[src/rtl/hz_pkg.sv]
package hz_pkg;
    typedef enum logic [1:0] {
        FWD_RF  = 2'b00,
        FWD_WB  = 2'b01,
        FWD_MEM = 2'b10
    } fwd_sel_e;
endpackage

[src/rtl/hz_fwd_pick.sv]
module hz_fwd_pick
    import hz_pkg::*;
#(
    parameter int REG_AW = 5
) (
    input  logic [REG_AW-1:0] src,
    input  logic [REG_AW-1:0] exmem_rd,
    input  logic              exmem_we,
    input  logic [REG_AW-1:0] memwb_rd,
    input  logic              memwb_we,
    output fwd_sel_e          sel
);
    logic src_live, hit_mem, hit_wb;

    assign src_live = (src != '0);
    assign hit_mem  = src_live && exmem_we && (exmem_rd == src);
    assign hit_wb   = src_live && memwb_we && (memwb_rd == src);

    always_comb begin
        unique case ({hit_mem, hit_wb})
            2'b10, 2'b11: sel = FWD_MEM;
            2'b01:        sel = FWD_WB;
            default:      sel = FWD_RF;
        endcase
    end
endmodule

[src/rtl/hz_load_use.sv]
module hz_load_use #(
    parameter int REG_AW = 5
) (
    input  logic [REG_AW-1:0] id_rs,
    input  logic [REG_AW-1:0] id_rt,
    input  logic [REG_AW-1:0] ex_rd,
    input  logic              ex_is_load,
    output logic              stall
);
    logic dst_live;

    assign dst_live = ex_is_load && (ex_rd != '0);
    assign stall    = dst_live && ((ex_rd == id_rs) || (ex_rd == id_rt));
endmodule

[src/rtl/hz_flow_ctl.sv]
module hz_flow_ctl (
    input  logic stall,
    input  logic br_taken,
    output logic pc_we,
    output logic ifid_we,
    output logic idex_bubble,
    output logic ifid_flush
);
    assign pc_we       = !stall;
    assign ifid_we     = !stall;
    assign idex_bubble = stall;
    assign ifid_flush  = br_taken && !stall;
endmodule

[src/rtl/pipe_hazard_ctl.sv]
module pipe_hazard_ctl
    import hz_pkg::*;
#(
    parameter int REG_AW = 5
) (
    input  logic [REG_AW-1:0] id_rs,
    input  logic [REG_AW-1:0] id_rt,
    input  logic [REG_AW-1:0] ex_rs,
    input  logic [REG_AW-1:0] ex_rt,
    input  logic [REG_AW-1:0] ex_rd,
    input  logic              ex_is_load,
    input  logic [REG_AW-1:0] exmem_rd,
    input  logic              exmem_we,
    input  logic [REG_AW-1:0] memwb_rd,
    input  logic              memwb_we,
    input  logic              id_br_taken,
    output logic [1:0]        fwd_a,
    output logic [1:0]        fwd_b,
    output logic              pc_we,
    output logic              ifid_we,
    output logic              idex_bubble,
    output logic              ifid_flush
);
    localparam int NSRC = 2;

    logic [REG_AW-1:0] ex_src [NSRC];
    fwd_sel_e          sel    [NSRC];
    logic              stall;

    assign ex_src[0] = ex_rs;
    assign ex_src[1] = ex_rt;

    for (genvar g = 0; g < NSRC; g++) begin : g_src
        hz_fwd_pick #(.REG_AW(REG_AW)) u_pick (
            .src      (ex_src[g]),
            .exmem_rd (exmem_rd),
            .exmem_we (exmem_we),
            .memwb_rd (memwb_rd),
            .memwb_we (memwb_we),
            .sel      (sel[g])
        );
    end

    assign fwd_a = sel[0];
    assign fwd_b = sel[1];

    hz_load_use #(.REG_AW(REG_AW)) u_lu (
        .id_rs      (id_rs),
        .id_rt      (id_rt),
        .ex_rd      (ex_rd),
        .ex_is_load (ex_is_load),
        .stall      (stall)
    );

    hz_flow_ctl u_flow (
        .stall       (stall),
        .br_taken    (id_br_taken),
        .pc_we       (pc_we),
        .ifid_we     (ifid_we),
        .idex_bubble (idex_bubble),
        .ifid_flush  (ifid_flush)
    );
endmodule

[config.mk]
export PLATFORM = sky130hd
export DESIGN_NAME = pipe_hazard_ctl
export DESIGN_NICKNAME = d
export VERILOG_FILES = /design/src/rtl/hz_pkg.sv /design/src/rtl/hz_fwd_pick.sv /design/src/rtl/hz_load_use.sv /design/src/rtl/hz_flow_ctl.sv /design/src/rtl/pipe_hazard_ctl.sv
export SDC_FILE = /design/constraint.sdc
export NUM_CORES = 1
export LEC_CHECK = 0
export BUFFER_PORTS_ARGS = -buffer_cell sky130_fd_sc_hd__buf_2
export CAP_MARGIN = 10
export CORE_AREA = 4 4 41 43
export DETAILED_ROUTE_END_ITERATION = 10
export DIE_AREA = 0 0 45 47
export PLACE_DENSITY = 0.76
export RECOVER_POWER = 50
export SYNTH_ARGS = -nofsm -noshare
export SYNTH_HDL_FRONTEND = slang
export SYNTH_HIERARCHICAL = 1
export SYNTH_SLANG_ARGS = --single-unit
[constraint.sdc]
create_clock -name vclk -period 2.1
set_input_delay 0.42 -clock vclk [all_inputs]
set_output_delay 0.42 -clock vclk [all_outputs]
set_load 0.02 [all_outputs]
## Word level (Yosys, flattened, before mapping)

Index checks and enable logic that the tools add are counted.

| word-level totals | value |
|---|---|
| register bits after elaboration | 0 |
| latch bits | 0 |
| memory bits (writable) | 0 |
| memory bits (read-only) | 0 |
| input bits | 39 |
| output and inout port bits | 8 |
| logic and storage cells | 32 |
| memories | 0 |

| cells by class | value |
|---|---|
| add/sub/neg operators | 0 |
| multiply operators | 0 |
| div/mod/pow operators | 0 |
| order comparisons | 0 |
| eq/ne operators | 12 |
| shift-type cells | 0 |
| muxes and demuxes | 2 |
| bitwise gates (word level) | 0 |
| reduce and logical (&&, ||, !) cells | 18 |

Operators by type and width:

| cell | count |
|---|---|
| $eq A5 B5 Y1 | 6 |
| $reduce_bool A5 Y1 | 3 |
| $logic_and A1 B1 Y1 | 11 |
| $eq A2 B2 Y1 const B | 4 |
| $pmux W2 S2 | 2 |
| $eq A2 B1 Y1 const B | 2 |
| $reduce_or A2 Y1 | 2 |
| $logic_not A1 Y1 | 1 |
| $logic_or A1 B1 Y1 | 1 |

## Logic depth before layout (Yosys ltp)

| logic depth | value |
|---|---|
| depth after elaboration | 6 |
| mapped depth | 6 |
| depth with buffers taken out | 5 |

## Hierarchy

The synthesis kept the hierarchy.

By module, submodules not included:

| module | times used | cells an instance | area each (µm²) | seq. area each (µm²) |
|---|---|---|---|---|
| hz_fwd_pick | 2 | 18 | 138.9 | 0.0 |
| hz_load_use | 1 | 17 | 125.1 | 0.0 |
| hz_flow_ctl | 1 | 4 | 25.0 | 0.0 |

## Worst setup path before layout

Ideal clock, no wire load.

| timing | value |
|---|---|
| kind | input to output |
| start point | in exmem_rd[1] |
| end point | out fwd_a[0] |
| arrival | 1,775 ps |
| required time | 1,680 ps |
| slack | -95 ps |
| stages on the path | 3 |
| buffers on the path | 0 |
| cell sequence | xnor2_1 > and2_1 > a2111oi_0 |

| between the ends | value |
|---|---|
| word-level cells in the longest chain between the ends | 5 |
| elaborated cells on any way between the ends | 7 |
| those cells by class | eq/ne (4); mux (1); reduce/logical (2) |

Ends and longest elaborated chain:

| what | line | text |
|---|---|---|
| from (decl) | pipe_hazard_ctl.sv:12 | `input logic [REG_AW-1:0] exmem_rd,` |
| $eq A5 B5 Y1 * | hz_fwd_pick.sv:16 | `assign hit_mem = src_live && exmem_we && (exmem_rd == src);` |
| $logic_and A1 B1 Y1 * | hz_fwd_pick.sv:16 |  |
| $eq A2 B2 Y1 | hz_fwd_pick.sv:20 | `unique case ({hit_mem, hit_wb})` |
| $reduce_or A2 Y1 | hz_fwd_pick.sv:20 |  |
| $pmux W2 S2 * | hz_fwd_pick.sv:20 |  |
| to (decl) | pipe_hazard_ctl.sv:17 | `output logic [1:0] fwd_a,` |

Mark *: on every way between the ends. The rest lies on a longest branch, timed or not.

## Worst setup path in the final report

| timing | value |
|---|---|
| start point | in ex_rt[1] |
| end point | out fwd_b[1] |

| between the ends | value |
|---|---|
| word-level cells in the longest chain between the ends | 6 |
| elaborated cells on any way between the ends | 12 |
| those cells by class | eq/ne (5); mux (1); reduce/logical (6) |

Ends and longest elaborated chain:

| what | line | text |
|---|---|---|
| from (decl) | pipe_hazard_ctl.sv:9 | `input logic [REG_AW-1:0] ex_rt,` |
| $reduce_bool A5 Y1 | hz_fwd_pick.sv:15 | `assign src_live = (src != '0);` |
| $logic_and A1 B1 Y1 (on tied branches) (2 in a row) | hz_fwd_pick.sv:17, hz_fwd_pick.sv:16 |  |
| $eq A2 B2 Y1 | hz_fwd_pick.sv:20 |  |
| $reduce_or A2 Y1 | hz_fwd_pick.sv:20 |  |
| $pmux W2 S2 * | hz_fwd_pick.sv:20 |  |
| to (decl) | pipe_hazard_ctl.sv:18 | `output logic [1:0] fwd_b,` |

Marked as above.

==> flow_summary.ini <==
[grt]
grtUsageTotal_pct = 11.25
grt_pass1_vias = 518
grt_pass1_wl_um = 1863
gr-total-overflow = 0
antenna_found_initial = 0
grt_max_degree = 4

[floorplanning]
ios = 47
fp-row-count = 13
die_area_sq_mm = 0.002115
die_y_um = 47
initial_core_util_pct = 32.88
design.core.area_sq_mm = 0.001301
die_x_um = 45

[clock_network]
post_cts_resized = 0
cts_setup_buffers = 0
hold_buffers = 0

[routing]
vias_per_cell = 4.829
dr.pass1.iters = 1
routed_wl_um = 1282
drtAntennaViolNets = 0
drc_errors = 0
vias = 565
initialDrtViolationCount = 0
wl_per_cell_um = 10.96

[sta]
maxSlewViolCount = 0
hold_ws_ns = 1.182
slew_headroom_pct = 75.71
hold_violations = 0
worst_slack_ns = 0.1525
max_freq_mhz = 513.5
rsz0062_at_grt = false
final.min_clock_period_ns = 1.947
period_share_pct = 92.74
worst_pin_slew_ns = 0.3610
setup_viol = 0
fin_setup_tns_ns = 0

[critical_path]
path_cells = buf_2 > or4_1 > nor2_1 > and3b_1 > clkbuf_1
critPathLaunchType = primary input
crit_slowest_cell = or4_1
worstSetupPathType = in2out
cp.arrival_ns = 1.53
slowest_delay_ns = 0.51
cp-end-kind = output pin
cp.required_ns = 1.68
critPathMaxFanout = 3

[logic_synthesis]
synth_commonest_cells = 16 x xnor2_1, 14 x xor2_1, 3 x or4_1
seq_area_frac_synth_pct = 0
synth.distinct_cells = 17
synth.most_common_cell = xnor2_1
synth_top_area_share_pct = 32.75
netlist_top_cells_area = xnor2_1 33%, xor2_1 29%, or4_1 5.3%, a2111oi_0 4.1%, and3b_1 4.1%
synthCells = 57
synth_area_sq_um = 427.9
synth_largest_area_cell = xnor2_1
yosys_warnings = 6
postSynthAreaPerCell_sq_um = 7.507
syn-num-nets = 96

[final_layout]
final-instance-count-excl-fill = 117
final_layout_size_suffix_gt1_share_pct = 43.14
num-clock-buffers = 0
final_core_util_pct = 51.15
nNetsFinal = 143
areaGrowthSynthToFinish_pct = 55.56
seq_area_sq_um = 0
nFillCells = 131
design.seq.count = 0
stdcell_area_sq_um = 665.6
insertedDiodeCount = 0

[power]
ir_drop_uv = 75.68
internal_power_uw = 67.12
p_leak_nw = 0.3090
netSwitchingFraction_pct = 47.54
seq_power_share_pct = 0
cellPowerDensity_mw_per_mm2 = 192.2
pwr-share-clk_pct = 0
power_uw = 127.9
p_sw_uw = 60.82
power_frac_comb_pct = 100.0

[placement]
portBuffers = 47
place_congestion = 0.7801
dpl.cell_count = 117
dp_slack_ns = 0.1432
hpwl_um = 1204
dpl_cell_area_sq_um = 669.4

[worst_hold_path]
hold_path.class = in2out

[job]
cap_violations = 0

[status]
status = finished, final reports clean
## kinds of logic after synthesis
| kind of cell | after synthesis | share of synthesized area (%) |
|---|---|---|
| buffers and inverters | 3 | 4.384 |
| AND/OR/NAND/NOR | 20 | 27.78 |
| AO/OA/AOI/OAI | 4 | 6.431 |
| XOR/XNOR | 30 | 61.40 |
## worst max-delay path, delay by kind of cell
family	cells	cell delay (ns)
buf+inv	2	0.28
simple gates	3	0.83
## power groups by stage
| stage | Clock [mW] | Sequential, mW | Combinational, mW |
|---|---|---|---|
| detailed placement | 0 | 0 | 0.128 |
| floorplan | 0 | 0 | 0.0647 |
| finish | 0 | 0 | 0.128 |
| global placement | 0 | 0 | 0.126 |
| CTS | 0 | 0 | 0.129 |
| global route | 0 | 0 | 0.140 |
## cell usage in the layout, fill, tap and decap left out, drive strengths merged
cell type / instances
buf: 43
xnor2: 16
xor2: 14
clkbuf: 4
or4: 3
and2: 2
nor4: 2
nand2: 2
nand4: 2
nor2: 2
a2111oi: 2
and3b: 2
nor3: 2
nand3: 2
inv: 1
nor2b: 1
o21ai: 1
a21oi: 1
## metal layers
metal / routed length, um / GRT usage [%]
met1: 453 / 11.69
met2: 558 / 22.88
met3: 227 / 1.149
met4: 43 / 4.094
met5: 0 / 0
## cell type report
type	count	area, sq um	share of cell area, %
Inverter	1	3.754	0.5639
Multi-Input combinational cell	54	411.6	61.84
Tap cell	15	18.77	2.820
Timing Repair Buffer	47	231.5	34.77
## path summary, 6_finish.rpt
path                        start         end  slack [ns]  cells after the start
worst min-delay path  id_br_taken  ifid_flush        1.18                      3
worst max-delay path     ex_rt[1]    fwd_b[1]        0.15                      5
No activity file was read; power rests on OpenSTA's default activity.
